$ cat src/rtl/mdio_mgmt_pkg.sv
package mdio_mgmt_pkg;

    // Frame geometry of a Clause 22 management transaction
    localparam int PRE_LEN   = 32;
    localparam int ADDR_W    = 5;
    localparam int DATA_W    = 16;
    localparam int FRAME_LEN = PRE_LEN + 2 + 2 + 2 * ADDR_W + 2 + DATA_W;
    localparam int TA_POS    = PRE_LEN + 4 + 2 * ADDR_W;   // first turnaround bit
    localparam int RDATA_POS = TA_POS + 2;                  // first returned data bit

    // Register window
    localparam int  WORD_W     = DATA_W + 2 * ADDR_W + 2;
    localparam int  HI_W       = WORD_W - DATA_W;
    localparam logic ADDR_CTRL  = 1'b0;
    localparam logic ADDR_WDATA = 1'b1;

    // Opcode values double as the frame's opcode field
    typedef enum logic [1:0] {
        OP_NONE  = 2'b00,
        OP_WRITE = 2'b01,
        OP_READ  = 2'b10
    } mdio_op_e;

    typedef struct packed {
        mdio_op_e           op;
        logic [ADDR_W-1:0]  phy;
        logic [ADDR_W-1:0]  regad;
    } mdio_cmd_t;

    // Upper control field: [11] write, [10] read, [9:5] phy, [4:0] register.
    // Read wins when both command bits are set.
    function automatic mdio_cmd_t decode_cmd(input logic [HI_W-1:0] hi);
        mdio_cmd_t c;
        c.phy   = hi[2*ADDR_W-1:ADDR_W];
        c.regad = hi[ADDR_W-1:0];
        if (hi[HI_W-2])      c.op = OP_READ;
        else if (hi[HI_W-1]) c.op = OP_WRITE;
        else                 c.op = OP_NONE;
        return c;
    endfunction

    function automatic logic [FRAME_LEN-1:0] build_frame(input mdio_cmd_t c,
                                                         input logic [DATA_W-1:0] wd);
        logic [DATA_W-1:0] tail;
        tail = (c.op == OP_WRITE) ? wd : {DATA_W{1'b1}};
        return {{PRE_LEN{1'b1}}, 2'b01, c.op, c.phy, c.regad, 2'b10, tail};
    endfunction

endpackage

$ cat src/rtl/mdio_mgmt_clkgen.sv
module mdio_mgmt_clkgen #(
    parameter int DIV_HALF = 4
) (
    input  logic clk,
    input  logic rst,
    input  logic en,
    output logic mdc,
    output logic rise_tick,
    output logic fall_tick
);
    localparam int CNT_W = (DIV_HALF > 1) ? $clog2(DIV_HALF) : 1;
    localparam logic [CNT_W-1:0] CNT_LAST = CNT_W'(DIV_HALF - 1);

    logic [CNT_W-1:0] cnt_q;
    logic             mdc_q;
    logic             wrap;

    assign wrap      = en && (cnt_q == CNT_LAST);
    assign rise_tick = wrap && !mdc_q;
    assign fall_tick = wrap && mdc_q;
    assign mdc       = mdc_q;

    always_ff @(posedge clk) begin
        if (rst || !en) begin
            cnt_q <= '0;
            mdc_q <= 1'b0;
        end else if (wrap) begin
            cnt_q <= '0;
            mdc_q <= ~mdc_q;
        end else begin
            cnt_q <= cnt_q + CNT_W'(1);
        end
    end
endmodule

$ cat src/rtl/mdio_mgmt_engine.sv
module mdio_mgmt_engine
    import mdio_mgmt_pkg::*;
(
    input  logic              clk,
    input  logic              rst,
    input  logic              start,
    input  mdio_cmd_t         cmd,
    input  logic [DATA_W-1:0] wdata,
    input  logic              rise_tick,
    input  logic              fall_tick,
    input  logic              mdio_i,
    output logic              active,
    output logic              done,
    output logic [DATA_W-1:0] rdata,
    output logic              mdio_o,
    output logic              mdio_oe
);
    localparam int IDX_W = $clog2(FRAME_LEN);
    localparam logic [IDX_W-1:0] IDX_LAST = IDX_W'(FRAME_LEN - 1);
    localparam logic [IDX_W-1:0] IDX_TA   = IDX_W'(TA_POS);
    localparam logic [IDX_W-1:0] IDX_RD   = IDX_W'(RDATA_POS);

    logic [FRAME_LEN-1:0] frame_q;
    logic [IDX_W-1:0]     idx_q;
    logic                 is_rd_q;
    logic                 active_q;
    logic                 done_q;
    logic [DATA_W-1:0]    rsh_q;

    always_ff @(posedge clk) begin
        if (rst) begin
            frame_q  <= '0;
            idx_q    <= '0;
            is_rd_q  <= 1'b0;
            active_q <= 1'b0;
            done_q   <= 1'b0;
            rsh_q    <= '0;
        end else begin
            done_q <= 1'b0;
            if (start && !active_q) begin
                frame_q  <= build_frame(cmd, wdata);
                idx_q    <= '0;
                is_rd_q  <= (cmd.op == OP_READ);
                active_q <= 1'b1;
            end else if (active_q) begin
                if (rise_tick && is_rd_q && (idx_q >= IDX_RD))
                    rsh_q <= {rsh_q[DATA_W-2:0], mdio_i};
                if (fall_tick) begin
                    frame_q <= {frame_q[FRAME_LEN-2:0], 1'b0};
                    if (idx_q == IDX_LAST) begin
                        active_q <= 1'b0;
                        done_q   <= 1'b1;
                    end else begin
                        idx_q <= idx_q + IDX_W'(1);
                    end
                end
            end
        end
    end

    assign active  = active_q;
    assign done    = done_q;
    assign rdata   = rsh_q;
    assign mdio_oe = active_q && (!is_rd_q || (idx_q < IDX_TA));
    assign mdio_o  = mdio_oe && frame_q[FRAME_LEN-1];
endmodule

$ cat src/rtl/mdio_mgmt_regs.sv
module mdio_mgmt_regs
    import mdio_mgmt_pkg::*;
(
    input  logic              clk,
    input  logic              rst,
    input  logic              bus_wr,
    input  logic              bus_addr,
    input  logic [WORD_W-1:0] bus_wdata,
    input  logic              eng_done,
    input  logic [DATA_W-1:0] eng_rdata,
    output logic [WORD_W-1:0] bus_rdata,
    output logic [WORD_W-1:0] ctrl_word,
    output logic              start,
    output mdio_cmd_t         start_cmd,
    output logic [DATA_W-1:0] wdata
);
    logic [ADDR_W-1:0] phy_q;
    logic [ADDR_W-1:0] reg_q;
    logic              rd_q;
    logic              wr_q;
    logic [DATA_W-1:0] data_q;
    logic [DATA_W-1:0] wdata_q;
    logic              busy;
    logic              ctrl_wr;

    assign busy      = rd_q || wr_q;
    assign ctrl_wr   = bus_wr && (bus_addr == ADDR_CTRL) && !busy;
    assign start_cmd = decode_cmd(bus_wdata[WORD_W-1:DATA_W]);
    assign start     = ctrl_wr && (start_cmd.op != OP_NONE);

    always_ff @(posedge clk) begin
        if (rst) begin
            phy_q   <= '0;
            reg_q   <= '0;
            rd_q    <= 1'b0;
            wr_q    <= 1'b0;
            data_q  <= '0;
            wdata_q <= '0;
        end else begin
            if (eng_done) begin
                if (rd_q) data_q <= eng_rdata;
                rd_q <= 1'b0;
                wr_q <= 1'b0;
            end
            if (bus_wr && (bus_addr == ADDR_WDATA))
                wdata_q <= bus_wdata[DATA_W-1:0];
            if (ctrl_wr) begin
                phy_q <= start_cmd.phy;
                reg_q <= start_cmd.regad;
                rd_q  <= (start_cmd.op == OP_READ);
                wr_q  <= (start_cmd.op == OP_WRITE);
            end
        end
    end

    assign ctrl_word = {wr_q, rd_q, phy_q, reg_q, data_q};
    assign wdata     = wdata_q;
    assign bus_rdata = (bus_addr == ADDR_WDATA) ? {{(WORD_W-DATA_W){1'b0}}, wdata_q}
                                                : ctrl_word;
endmodule

$ cat src/rtl/mdio_mgmt_ctrl.sv
module mdio_mgmt_ctrl
    import mdio_mgmt_pkg::*;
#(
    parameter int DIV_HALF = 4
) (
    input  logic              clk,
    input  logic              rst,
    input  logic              bus_wr,
    input  logic              bus_addr,
    input  logic [WORD_W-1:0] bus_wdata,
    output logic [WORD_W-1:0] bus_rdata,
    output logic              mdc,
    output logic              mdio_o,
    output logic              mdio_oe,
    input  logic              mdio_i
);
    logic              start;
    mdio_cmd_t         start_cmd;
    logic [DATA_W-1:0] wdata;
    logic [WORD_W-1:0] ctrl_word;
    logic              eng_active;
    logic              eng_done;
    logic [DATA_W-1:0] eng_rdata;
    logic              rise_tick;
    logic              fall_tick;

    mdio_mgmt_regs u_regs (
        .clk       (clk),
        .rst       (rst),
        .bus_wr    (bus_wr),
        .bus_addr  (bus_addr),
        .bus_wdata (bus_wdata),
        .eng_done  (eng_done),
        .eng_rdata (eng_rdata),
        .bus_rdata (bus_rdata),
        .ctrl_word (ctrl_word),
        .start     (start),
        .start_cmd (start_cmd),
        .wdata     (wdata)
    );

    mdio_mgmt_clkgen #(.DIV_HALF(DIV_HALF)) u_clkgen (
        .clk       (clk),
        .rst       (rst),
        .en        (eng_active),
        .mdc       (mdc),
        .rise_tick (rise_tick),
        .fall_tick (fall_tick)
    );

    mdio_mgmt_engine u_engine (
        .clk       (clk),
        .rst       (rst),
        .start     (start),
        .cmd       (start_cmd),
        .wdata     (wdata),
        .rise_tick (rise_tick),
        .fall_tick (fall_tick),
        .mdio_i    (mdio_i),
        .active    (eng_active),
        .done      (eng_done),
        .rdata     (eng_rdata),
        .mdio_o    (mdio_o),
        .mdio_oe   (mdio_oe)
    );
endmodule

$ cat config.mk
export PLATFORM = sky130hd
export DESIGN_NAME = mdio_mgmt_ctrl
export DESIGN_NICKNAME = d
export VERILOG_FILES = /design/src/rtl/mdio_mgmt_pkg.sv /design/src/rtl/mdio_mgmt_clkgen.sv /design/src/rtl/mdio_mgmt_engine.sv /design/src/rtl/mdio_mgmt_regs.sv /design/src/rtl/mdio_mgmt_ctrl.sv
export SDC_FILE = /design/constraint.sdc
export NUM_CORES = 1
export LEC_CHECK = 0
export ABC_AREA = 1
export BUFFER_PORTS_ARGS = -buffer_cell sky130_fd_sc_hd__buf_2
export CELL_PAD_IN_SITES_DETAIL_PLACEMENT = 0
export CELL_PAD_IN_SITES_GLOBAL_PLACEMENT = 1
export CORE_ASPECT_RATIO = 2
export CORE_MARGIN = 5
export CORE_UTILIZATION = 30
export DETAILED_ROUTE_END_ITERATION = 8
export PLACE_DENSITY_LB_ADDON = 0.05
export SLEW_MARGIN = 20
export SYNTH_ARGS = -nofsm -noshare
export SYNTH_HDL_FRONTEND = slang
export SYNTH_SLANG_ARGS = --single-unit
$ cat constraint.sdc
create_clock -name clk -period 3 [get_ports clk]
set_input_delay 0.6 -clock clk [delete_from_list [all_inputs] [get_ports clk]]
set_output_delay 0.6 -clock clk [all_outputs]
set_load 0.01 [all_outputs]
# --- After elaboration in Yosys (flattened, before gate mapping) ---
# Cells that the tools add are included.
op_classes:
  n_addsub: 2
  order_cmp: 2
  n_eq_ne: 4
  muxes: 15
  bitwise_logic: 6
  n_reduce_logical: 31
ops:
  columns: ["cell", "n"]
  rows:
  - ["64-bit 2-to-1 mux", 3]
  - ["28-bit 2-to-1 mux", 1]
  - ["16-bit 2-to-1 mux", 1]
  - ["1-bit logical AND", 12]
  - ["1-bit 2-to-1 mux", 9]
  - ["2-bit nonzero test", 4]
  - ["6-bit by 1-bit adder with 6-bit output, second input constant", 1]
  - ["6-bit equality test, second input constant", 1]
  - ["6-bit >= comparator, second input constant", 1]
  - ["6-bit less-than comparator, second input constant", 1]
  - ["1-bit NOT", 6]
  - ["2-bit AND reduction", 3]
  - ["3-bit AND reduction", 2]
  - ["2-bit equality test, second input constant", 2]
  - ["1-bit logical NOT", 4]
  - ["2-bit OR reduction", 2]
  - ["4-bit OR reduction", 1]
  - ["1-bit logical OR", 3]
  - ["2-bit by 1-bit adder with 2-bit output, second input constant", 1]
  - ["2-bit by 1-bit equality test with 1-bit output, second input constant", 1]
  - ["2-bit 2-to-1 mux", 1]
word_totals:
  register_bits: 136
  in_bits: 33
  out_inout_bits: 31
  word_cells: 75

# --- Longest topological paths before layout ---
# Gate-level depths: netlist of run 1.
depth:
  ltp_word: 7
  depth_mapped: 9
  depth_no_buf: 8

# --- Cells and area by module ---
# A second synthesis of run 1 with hierarchy kept.
unflattened:
  cells_unflattened: 776
  hier_area_um2: 5716.7
by_module_without_submodules:
  columns: ["module", "n_inst", "cells_each", "area_per_inst_um2", "seq_area_each_um2"]
  rows:
  - ["mdio_mgmt_engine", 1, 473, 3515.9, 1781.7]
  - ["mdio_mgmt_regs", 1, 285, 2073.2, 880.8]
  - ["mdio_mgmt_clkgen", 1, 18, 127.6, 60.1]

# --- Worst setup path before layout of run 1 ---
# OpenSTA, ideal clock, no wires.
synth_path:
  path_kind: "input -> output"
  from: "input port bus_addr"
  to: "output port bus_rdata[17]"
  t_arrival_ns: 1.261
  required_ns: 2.400
  slack_ns: 1.139
  stages: 3
  n_path_buf: 2
  cell_sequence: "clkbuf_1 > clkbuf_1 > nor2_1"
synth_via:
  elab_chain_len: 1
synth_lines:
  columns: ["item", "line_no", "rtl"]
  rows:
  - ["start, declared", "mdio_mgmt_ctrl.sv:9", "input logic bus_addr,"]
  - ["28-bit 2-to-1 mux", "mdio_mgmt_regs.sv:58", "assign bus_rdata = (bus_addr == ADDR_WDATA) ? {{(WORD_W-DATA_W){1'b0}}, wdata_q}"]
  - ["end, declared", "mdio_mgmt_ctrl.sv:11", "output logic [WORD_W-1:0] bus_rdata,"]
# Every way passes these cells.

# --- Final worst setup path of run 1 ---
layout_path:
  from: "register u_engine.active_q (netlist: u_engine.active)"
  to: "output port mdio_o"
layout_via:
  elab_chain_len: 2
layout_lines:
  columns: ["item", "line_no", "rtl"]
  rows:
  - ["start, declared", "mdio_mgmt_engine.sv:26", "logic active_q;"]
  - ["start signal, assigned", "mdio_mgmt_engine.sv:35", "active_q <= 1'b0;"]
  - ["start signal, assigned", "mdio_mgmt_engine.sv:44", "active_q <= 1'b1;"]
  - ["start signal, assigned", "mdio_mgmt_engine.sv:51", "active_q <= 1'b0;"]
  - ["1-bit logical AND", "mdio_mgmt_engine.sv:64", "assign mdio_oe = active_q && (!is_rd_q || (idx_q < IDX_TA));"]
  - ["1-bit logical AND", "mdio_mgmt_engine.sv:65", "assign mdio_o = mdio_oe && frame_q[FRAME_LEN-1];"]
  - ["end, declared", "mdio_mgmt_ctrl.sv:13", "output logic mdio_o,"]
# Every way passes these cells.

==> results of run 1 <==
[metal layers]
layer	track usage, %	vias up	share of wire (%)	wire length [µm]
li1	-	2797	-	-
met1	15.63	2469	41	6500
met2	27.92	71	55	8742
met3	3.143	15	2.9	470
met4	4.839	2	1.5	237
met5	0	-	0.13	20
[layout by cell type (no fill, tap or decap), drive strengths merged]
cell	count
a21oi	49
buf	75
bufinv	4
clkbuf	22
clkinv	3
dfxtp	136
ha	2
inv	47
nand2	204
nand3	63
nand4	2
nor2	196
nor3	3
nor3b	1
o211ai	2
o21ai	94
or2	2
xor2	1
[cell type report]
class	count	area [µm²]	share of cell area, %
Clock buffer	22	474.2	6.840
Clock inverter	9	163.9	2.364
Inverter	45	168.9	2.436
Multi-Input combinational cell	619	2661	38.39
Sequential cell	136	2723	39.27
Tap cell	259	324.1	4.674
Timing Repair Buffer	75	417.9	6.028
[sequential cells by signal, indices dropped and copies added, names as in the netlist, 2 cells and up]
signal,flops
u_regs.wdata,16
u_regs.phy_q,5
u_engine.frame_q,64
u_engine.rdata,16
u_regs.reg_q,5
u_clkgen.cnt_q,2
u_regs.data_q,16
u_engine.idx_q,6
[final timing paths]
kind / from / to / slack (ns) / cells after the start
hold / removal: u_clkgen.cnt_q[0] / u_clkgen.cnt_q[0] / 0.44 / 1
setup reg to reg: u_engine.active / u_engine.frame_q[12] / 1.18 / 6
hold reg to reg: u_clkgen.cnt_q[0] / u_clkgen.cnt_q[0] / 0.44 / 1
setup / recovery: u_engine.active / mdio_o / 0.96 / 3
[worst max-delay path, delay by kind of cell (launching register included)]
kind | cells | cell delay (ns)
buffers and inverters | 1 | 0.15
AND/OR/NAND/NOR | 2 | 0.35
flip-flops | 1 | 0.53
[stage by stage]
| stage | utilization [%] | hold WS (ns) |
|---|---|---|
| after floorplan | - | 0.4084 |
| after global placement | 32.65 | 0.4157 |
| after detailed placement | 32.65 | 0.4280 |
| after CTS | 35.96 | 0.4206 |
| after global routing | 35.96 | 0.4428 |
| final | 35.96 | 0.4350 |
[power by group through the flow]
stage	sequential, mW	clock [mW]	combinational [mW]
after floorplan	1.97	0	0.242
after global placement	1.99	0	0.325
after detailed placement	1.99	0	0.329
after CTS	1.95	2.34	0.330
after global routing	1.96	2.41	0.375
final	1.95	2.27	0.320
[logic make-up after synthesis]
| logic type | Yosys count | share of synthesized area (%) |
|---|---|---|
| AND/OR/NAND/NOR | 471 | 32.37 |
| flip-flops | 136 | 46.47 |
| AO/OA/AOI/OAI | 145 | 12.47 |
| XOR/XNOR | 1 | 0.1495 |
| adder cells (fa/ha/maj) | 2 | 0.4270 |
| buffers and inverters | 101 | 8.115 |
==> results.md, run 1 <==
* Fraction of the cycle the final worst path needs at 67.90%
* Actual slew at the worst max-slew pin at 0.6822 ns
* Number of global-route vias before repair at 5437
* Number of hold violations in the final report at 0
* Total congestion overflow at 0
* Post-detailed-routing wire length at 15970 µm
* Starting utilization of the core area at 30.39%
* Clock period minus final worst setup slack at 2.037 ns
* CTS Hold Bufs at 0
* Detailed Route Iter0 Violations at 164
* Fmax achieved at 490.9 MHz
* First-pass detailed-route iteration total at 4
* Worst vdd ir at 0.3121 mV
* Routed WL per cell at 13.71 µm
* Post-detailed-route DRC marker count at 0
* Antenna cells at 0
* Routed via count divided by cell count at 4.596
* Cells along the critical path: nand3_1 > nor2_1 > buf_2
* Synthesized area per cell at 6.845 µm²
* Number of antenna violations at the first check in global routing at 1
* Area delta synth->final at 18.32%
* Total of warnings raised by yosys at 0
* Wire length of the first global-routing pass at 26410 µm
* Data required time of the worst path at 2.40 ns
* Filler-free cell count of the finished design at 1165
* Placement row count at 72
* #FFs+latches synth at 136
* Delay of the slowest cell on the worst path at 0.53 ns
* Part of the Yosys area used for sequential elements at 46.47%
* Logic pwr share at 7.1%
* Dominant cell by count in the synthesized netlist: sky130_fd_sc_hd__nand2_1
* WP data arrival at 1.44 ns
* Number of distinct standard cells referenced by the synthesized netlist at 24
* Global placement routability congestion at 0.7367
* Total via count after detailed routing at 5354
* CTS max path bufs at 2
* GR Util All Layers at 14.73%
* Top cells by instance count after synthesis: sky130_fd_sc_hd__nand2_1 (201), sky130_fd_sc_hd__nor2_1 (194), sky130_fd_sc_hd__dfxtp_1 (136), sky130_fd_sc_hd__o21ai_0 (94), sky130_fd_sc_hd__nand3_1 (61)
* Die Width at 108.8 µm
* Sink Count at 136
* # placed instances at 1134
* ANT nets after route at 0
* Pins Over Slew Limit at 0
* Final count of negative-setup-slack endpoints at 0
* P_int at 3.480 mW
* Synthesized instance count at 856
* Headroom to the max-slew limit at 54.47%
* Status: completed
* Resize count post-CTS at 0
* Number of filler cells placed in the layout at 2190
* Static power due to leakage at 3.250 nW
* Sw Ratio at 23.34%
* Part of the power in the clock network at 50.0%
* Clock-pin slew on the worst setup and hold paths at 0.06 ns
* Slowest cell on the critical path: sky130_fd_sc_hd__dfxtp_1
* Vertical extent of the die at 207.6 µm
* Total standard cell area after synthesis at 5859 µm²
* I/O pin total at 64
* Type of the tightest min-delay check: reg -> reg
* Largest net degree at the start of global routing at 62
* Die area at 22600 µm²
* Max_cap viols at 0
* Worst-path fanout max at 7
* Top-area cell type share of the netlist area at 46.47%
* Clock Skews at 0.009846 ns
* Post-route setup slack at 0.9631 ns
* Fraction of final layout cells sized beyond drive strength 1 at 12.80%
* EDFF count, synth at 0
* Fraction of registers with async set/reset at 0%
* Number of nets produced by synthesis at 891
* Pwr Density at 654.7 nW/µm²
* Unrepaired setup endpoints after global routing: false
* Nets at 929
* Post-synthesis cell type with the largest combined area: sky130_fd_sc_hd__dfxtp_1
* Predominant post-synthesis flop cell: sky130_fd_sc_hd__dfxtp_1
* Clock insertion delay at the later pin of the skew report at 0.41 ns
* Area post-placement at 6295 µm²
* # port buffers at 63
* Place WS at 0.6762 ns
* Setup bufs post-CTS at 0
* Startpoint type of the worst setup path: flip-flop
* TritonCTS buffer count at 17
* Clk Tree Root Cell: sky130_fd_sc_hd__clkbuf_16
* Final TNS setup at 0 ns
* Core footprint at 19280 µm²
* Clock H-tree levels at 4
* Switching pwr at 1.059 mW
* Overall power consumption at 4.539 mW
* Final cell area excluding filler cells at 6933 µm²
* Sequential fraction of design power at 43.0%
* TritonCTS clock tree: yes
* Crit path capture type: output pin
* Worst Path Class, Setup: reg -> out
* Half-perimeter wire length after detailed placement at 11270 µm
* Dominant cells by area after synthesis: sky130_fd_sc_hd__dfxtp_1 (46%), sky130_fd_sc_hd__nand2_1 (13%), sky130_fd_sc_hd__nor2_1 (12%), sky130_fd_sc_hd__o21ai_0 (8.0%), sky130_fd_sc_hd__nand3_1 (5.2%)
No activity file was read; power rests on OpenSTA's default activity.
==> inputs of run 2 (changes only) <==
Clock period 3 ns to 1.65 ns, I/O delays scaled along.
==> run 2 against run 1 <==
  * Cell count up 1.8%
  * Final area rose by 5.7%
  * Register-to-register slack worse by 1.0 ns
  * Die area is the same
  * Combinational power grew 100%
==> results.md, run 2 (synthesized netlist as in run 1, its figures left out) <==
* Status: completed (unchanged)
* Sw Ratio at 22.73% (was 23.34%)
* Largest net degree at the start of global routing at 62 (unchanged)
* Area delta synth->final at 25.05% (was 18.32%)
* ANT nets after route at 0 (unchanged)
* Most common library cell in the layout ignoring fill and taps: sky130_fd_sc_hd__nand2_1 (unchanged)
* Number of hold violations in the final report at 0 (unchanged)
* I/O pin total at 64 (unchanged)
* Unrepaired setup endpoints after global routing: true (was false)
* Headroom to the max-slew limit at 54.96% (was 54.47%)
* Global placement routability congestion at 0.7785 (was 0.7367)
* Pwr Density at 1192 nW/µm² (was 654.7 nW/µm²)
* Routed WL per cell at 13.52 µm (was 13.71 µm)
* Fmax achieved at 621.0 MHz
* Pins Over Slew Limit at 0 (unchanged)
* P_int at 6.751 mW (was 3.480 mW)
* Number of flip-flops under the largest register name at 64 (unchanged)
* Part of the power in the clock network at 52.1% (was 50.0%)
* TritonCTS clock tree: yes (unchanged)
* Slowest cell on the critical path: sky130_fd_sc_hd__dfxtp_4 (was sky130_fd_sc_hd__dfxtp_1)
* WP data arrival at 1.28 ns (was 1.44 ns)
* Cell depth of the worst hold path at 3 (was 1)
* Starting utilization of the core area at 30.39% (unchanged)
* Crit path capture type: output pin (unchanged)
* First-pass detailed-route iteration total at 4 (unchanged)
* Static power due to leakage at 3.419 nW (was 3.250 nW)
* Wire length of the first global-routing pass at 27000 µm (was 26410 µm)
* Sink Count at 136 (unchanged)
* Overall power consumption at 8.737 mW (was 4.539 mW)
* Place WS at -0.01295 ns (was 0.6762 ns)
* Detailed Route Iter0 Violations at 225 (was 164)
* # port buffers at 63 (unchanged)
* Worst hold margin at 0.1624 ns (was 0.4350 ns)
* Depth of the worst register-to-register path at 7 (was 6)
* Worst Path Class, Setup: reg -> out (unchanged)
* Nets at 949 (was 929)
* Worst-path fanout max at 5 (was 7)
* Vertical extent of the die at 207.6 µm (unchanged)
* Final cell area excluding filler cells at 7327 µm² (was 6933 µm²)
* Register with the most flip-flops: u_engine.frame_q (unchanged)
* Clock Skews at 0.01036 ns (was 0.009846 ns)
* Fraction of the cycle the final worst path needs at 97.59%
* Half-perimeter wire length after detailed placement at 11220 µm (was 11270 µm)
* Area post-placement at 6520 µm² (was 6295 µm²)
* Number of antenna violations at the first check in global routing at 0 (was 1)
* Worst R2R Setup Slack at 0.15 ns (was 1.18 ns)
* Routed via count divided by cell count at 4.628 (was 4.596)
* Logic pwr share at 7.3% (was 7.1%)
* CTS max path bufs at 2 (unchanged)
* TritonCTS buffer count at 17 (unchanged)
* Antenna cells at 0 (unchanged)
* Number of global-route vias before repair at 5505 (was 5437)
* Most frequent cells in the layout: sky130_fd_sc_hd__nand2_1 (199), sky130_fd_sc_hd__nor2_1 (192), sky130_fd_sc_hd__dfxtp_1 (130), sky130_fd_sc_hd__o21ai_0 (94), sky130_fd_sc_hd__buf_2 (62) (was sky130_fd_sc_hd__nand2_1 (201), sky130_fd_sc_hd__nor2_1 (194), sky130_fd_sc_hd__dfxtp_1 (136), sky130_fd_sc_hd__o21ai_0 (94), sky130_fd_sc_hd__buf_2 (63))
* Total via count after detailed routing at 5489 (was 5354)
* Clk Tree Root Cell: sky130_fd_sc_hd__clkbuf_16 (unchanged)
* Type of the tightest min-delay check: in -> reg (was reg -> reg)
* Total congestion overflow at 0 (unchanged)
* Switching pwr at 1.986 mW (was 1.059 mW)
* Post-route setup slack at 0.03969 ns (was 0.9631 ns)
* Clock insertion delay at the later pin of the skew report at 0.41 ns (about the same)
* Placement row count at 72 (unchanged)
* Clock period minus final worst setup slack at 1.610 ns
* Fraction of final layout cells sized beyond drive strength 1 at 16.50% (was 12.80%)
* GR Util All Layers at 15.00% (was 14.73%)
* Startpoint type of the worst setup path: flip-flop (unchanged)
* Max_cap viols at 0 (unchanged)
* Core footprint at 19280 µm² (unchanged)
* Die Width at 108.8 µm (unchanged)
* CTS Hold Bufs at 0 (unchanged)
* Post-detailed-route DRC marker count at 0 (unchanged)
* Sequential fraction of design power at 40.6% (was 43.0%)
* Cells along the critical path: nand2_2 > inv_2 > nand4_1 > nand3_2 > nor2_2 > buf_2 (was nand3_1 > nor2_1 > buf_2)
* Post-detailed-routing wire length at 16040 µm (was 15970 µm)
* Final count of negative-setup-slack endpoints at 0 (unchanged)
* Final TNS setup at 0 ns (unchanged)
* Worst vdd ir at 0.7051 mV (was 0.3121 mV)
* Die area at 22600 µm² (unchanged)
* Clock H-tree levels at 4 (unchanged)
* Actual slew at the worst max-slew pin at 0.6756 ns (was 0.6822 ns)
* Data required time of the worst path at 1.32 ns (was 2.40 ns)
* Delay of the slowest cell on the worst path at 0.36 ns (was 0.53 ns)
* Clock-pin slew on the worst setup and hold paths at 0.06 ns (about the same)
[run 2: cell count changes in the layout (fill, tap and decap cells not counted), moves of 3 or more]
cell,previous run,this run
sky130_fd_sc_hd__buf_12,1,11
sky130_fd_sc_hd__buf_4,11,21
sky130_fd_sc_hd__bufinv_16,4,7
sky130_fd_sc_hd__dfxtp_1,136,130
sky130_fd_sc_hd__dfxtp_2,0,4
[run 2: routing by layer]
metal / routed length (µm) / GRT usage (%) / up-vias
met5: 0 / 0 / -
met4: 219 / 4.926 / 0
met3: 447 / 2.832 / 11
met2: 8651 / 27.69 / 72
met1: 6716 / 16.82 / 2571
li1: - / - / 2835
[run 2: final cells by class]
cell class	instances	area, µm²
well taps	259	324.1
fillers	2189	11950
flip-flops and latches	136	2735
multi-input cells	619	2691
clock inverters	14	269.0
repair buffers	95	699.4
inverters	45	168.9
clock buffers	18	439.2
[run 2: worst paths after layout]
check                     from                end
max          u_engine.idx_q[3]             mdio_o
min               bus_wdata[3]    u_regs.wdata[3]
max reg2reg    u_engine.active    u_engine.active
min reg2reg  u_clkgen.cnt_q[0]  u_clkgen.cnt_q[0]
[run 2: critical path: cells and delay by family (launching register included)]
family        cells  cell delay [ns]
buf+inv           2             0.16
simple gates      4             0.35
flops             1             0.36
[run 2: power by group through the flow]
stage | combinational (mW) | clock, mW | sequential (mW)
2_1_floorplan | 0.439 | 0 | 3.59
3_3_place_gp | 0.648 | 0 | 3.62
3_5_place_dp | 0.652 | 0 | 3.62
4_1_cts | 0.653 | 4.70 | 3.55
5_1_grt | 0.740 | 4.85 | 3.57
6_report | 0.639 | 4.55 | 3.55
[run 2: what timing repair did]
| item | 4_1_cts | 5_1_grt |
|---|---|---|
| buffers inserted | 1 | 4 |
| setup endpoints to repair | 13 | 29 |
| gates resized for setup | 7 | 12 |
| pin swaps | 1 | 3 |
[run 2: stage by stage]
stage          utilization [%]  cells
4_1_cts                  37.60   1182
6_report                 38.01   1186
5_1_grt                  38.01   1186
3_5_place_dp             33.82   1149
2_1_floorplan                -    856
3_3_place_gp             33.82   1149
==> inputs of run 3 (changes only) <==
Settings changed: PLACE_DENSITY_LB_ADDON 0.05 to 0.1.
==> run 3 against run 2 <==
  * Clock power decreased by 15%
  * Via count decreased by 0.55%
  * Sequential cell count unchanged
  * Worst hold slack got worse by 0.0030 ns
  * Cell count about the same
  * Die area unchanged
  * Utilization decreased by 0.76 points
  * Power decreased by 8.2%
  * Combinational power decreased by 0.9%
  * Non-clock buffer count unchanged
  * Register-to-register slack got worse by 0.02 ns
  * Maximum frequency increased by 2.4%
  * Critical path type unchanged
==> results.md, run 3 (synthesized netlist as in run 1, its figures left out) <==
* Crit path capture type: output pin (unchanged)
* Fraction of final layout cells sized beyond drive strength 1 at 16.29% (was 16.50%)
* TritonCTS clock tree: yes (unchanged)
* Fraction of the cycle the final worst path needs at 95.28% (was 97.59%)
* Register with the most flip-flops: u_engine.frame_q (unchanged)
* Worst vdd ir at 0.5539 mV (was 0.7051 mV)
* Data required time of the worst path at 1.32 ns (about the same)
* Routed via count divided by cell count at 4.599 (was 4.628)
* Total via count after detailed routing at 5459 (was 5489)
* Final cell area excluding filler cells at 7181 µm² (was 7327 µm²)
* Most common library cell in the layout ignoring fill and taps: sky130_fd_sc_hd__nand2_1 (unchanged)
* Delay of the slowest cell on the worst path at 0.36 ns (about the same)
* Starting utilization of the core area at 30.39% (unchanged)
* Unrepaired setup endpoints after global routing: true (unchanged)
* Number of flip-flops under the largest register name at 64 (unchanged)
* Status: completed (unchanged)
* Post-detailed-route DRC marker count at 0 (unchanged)
* Number of antenna violations at the first check in global routing at 1 (was 0)
* Clk Tree Root Cell: sky130_fd_sc_hd__clkbuf_16 (unchanged)
* # port buffers at 63 (unchanged)
* Max_cap viols at 0 (unchanged)
* Combined buffer and inverter count along the critical path at 2 (unchanged)
* Overall power consumption at 8.024 mW (was 8.737 mW)
* Top delay family on crit path: flip-flops (unchanged)
* Total congestion overflow at 0 (unchanged)
* ANT nets after route at 0 (unchanged)
* Nets at 949 (unchanged)
* Place WS at -0.001252 ns (was -0.01295 ns)
* Clock-pin slew on the worst setup and hold paths at 0.06 ns (about the same)
* Actual slew at the worst max-slew pin at 0.3451 ns (was 0.6756 ns)
* Startpoint type of the worst setup path: flip-flop (unchanged)
* Placement row count at 72 (unchanged)
* Core footprint at 19280 µm² (unchanged)
* Static power due to leakage at 3.356 nW (was 3.419 nW)
* Most frequent cells in the layout: sky130_fd_sc_hd__nand2_1 (199), sky130_fd_sc_hd__nor2_1 (193), sky130_fd_sc_hd__dfxtp_1 (131), sky130_fd_sc_hd__o21ai_0 (93), sky130_fd_sc_hd__buf_2 (63) (was sky130_fd_sc_hd__nand2_1 (199), sky130_fd_sc_hd__nor2_1 (192), sky130_fd_sc_hd__dfxtp_1 (130), sky130_fd_sc_hd__o21ai_0 (94), sky130_fd_sc_hd__buf_2 (62))
* Post-detailed-routing wire length at 16250 µm (was 16040 µm)
* CTS max path bufs at 2 (unchanged)
* Final count of negative-setup-slack endpoints at 0 (unchanged)
* Clock insertion delay at the later pin of the skew report at 0.42 ns (was 0.41 ns)
* Half-perimeter wire length after detailed placement at 11160 µm (was 11220 µm)
* Number of global-route vias before repair at 5496 (was 5505)
* Area delta synth->final at 22.55% (was 25.05%)
* Pins Over Slew Limit at 0 (unchanged)
* Routed WL per cell at 13.69 µm (was 13.52 µm)
* Number of hold violations in the final report at 0 (unchanged)
* TritonCTS buffer count at 17 (unchanged)
* Worst Path Class, Setup: reg -> out (unchanged)
* Clock period minus final worst setup slack at 1.572 ns (was 1.610 ns)
* Clock Skews at 0.009696 ns (was 0.01036 ns)
* WP data arrival at 1.24 ns (was 1.28 ns)
* Detailed Route Iter0 Violations at 239 (was 225)
* Slowest cell on the critical path: sky130_fd_sc_hd__dfxtp_4 (unchanged)
* Wire length of the first global-routing pass at 27120 µm (was 27000 µm)
* I/O pin total at 64 (unchanged)
* CTS Hold Bufs at 0 (unchanged)
* Type of the tightest min-delay check: in -> reg (unchanged)
* First-pass detailed-route iteration total at 4 (unchanged)
* Vertical extent of the die at 207.6 µm (unchanged)
* Worst-path fanout max at 4 (was 5)
* Headroom to the max-slew limit at 76.99% (was 54.96%)
* Clock H-tree levels at 4 (unchanged)
* Global placement routability congestion at 0.7953 (was 0.7785)
* Cells along the critical path: nand2_2 > inv_2 > nand4_1 > nand3_2 > nor2_1 > buf_2 (was nand2_2 > inv_2 > nand4_1 > nand3_2 > nor2_2 > buf_2)
* Pwr Density at 1117 nW/µm² (was 1192 nW/µm²)
* Area post-placement at 6500 µm² (was 6520 µm²)
* GR Util All Layers at 15.05% (was 15.00%)
* Die area at 22600 µm² (unchanged)
* Sink Count at 136 (unchanged)
* Die Width at 108.8 µm (unchanged)
* Largest net degree at the start of global routing at 62 (unchanged)
* Fmax achieved at 636.1 MHz (was 621.0 MHz)
* Post-route setup slack at 0.07791 ns (was 0.03969 ns)
==> run 3: cell types whose count changed in the layout (fill, tap and decap cells not counted), sizes merged <==
cell      change
bufinv        -5
clkinvlp      +2
inv           +2
clkbuf        +1
diode         +1
==> run 3: repair_timing <==
action / 4_1_cts / 5_1_grt
pin swaps: 1 / 4
setup buffers: 1 / 5
gates resized for setup: 6 / 11
endpoints found under the setup margin: 3 / 34
==> run 3: final timing paths <==
kind / end / cells after the start / slack (ns) / startpoint
worst max register to register: u_engine.rdata[5] / 7 / 0.13 / u_clkgen.cnt_q[0]
worst max-delay path: mdio_o / 6 / 0.08 / u_engine.idx_q[2]
worst min-delay path: u_engine.rdata[0] / 3 / 0.16 / mdio_i
worst min register to register: u_clkgen.cnt_q[0] / 1 / 0.44 / u_clkgen.cnt_q[0]
==> run 3: report_power, final <==
group          internal [mW]  switching, mW
Sequential              3.45         0.0949
Clock                   2.32           1.53
Combinational          0.248          0.385
==> run 3: final cells by class <==
type                    count  area, µm²
multi-input cells         619       2684
flip-flops and latches    136       2736
fillers                  2174      12100
diodes                      1      2.502
inverters                  45      168.9
clock inverters            13      143.9
well taps                 259      324.1
clock buffers              19      452.9
repair buffers             95      668.1
==> run 3: layer usage <==
| metal | wire length (µm) | vias up | global-route usage, % |
|---|---|---|---|
| met4 | 297 | 0 | 5.275 |
| met1 | 6729 | 2531 | 16.66 |
| met5 | 0 | - | 0 |
| met3 | 391 | 20 | 3.019 |
| li1 | - | 2835 | - |
| met2 | 8829 | 73 | 27.73 |
==> run 3: worst register-to-register path, cell delays in order, from the launching register on <==
cell                      delay (ns)
sky130_fd_sc_hd__dfxtp_1        0.34
sky130_fd_sc_hd__ha_2           0.25
sky130_fd_sc_hd__nand2_1        0.07
sky130_fd_sc_hd__nor2_1         0.15
sky130_fd_sc_hd__nand3_2        0.16
sky130_fd_sc_hd__buf_4          0.21
sky130_fd_sc_hd__o21ai_0        0.18
sky130_fd_sc_hd__nor2_1         0.06
==> run 3: through the flow <==
stage	TNS, ns	utilization (%)	hold WS [ns]	instances
6_report	0	37.25	0.1594	1187
5_1_grt	-0.05315	37.25	0.1588	1187
4_1_cts	0	36.89	0.1392	1181
3_5_place_dp	-0.001252	33.72	0.4305	1148
3_3_place_gp	0	33.72	0.4143	1148
2_1_floorplan	0	-	0.4084	856
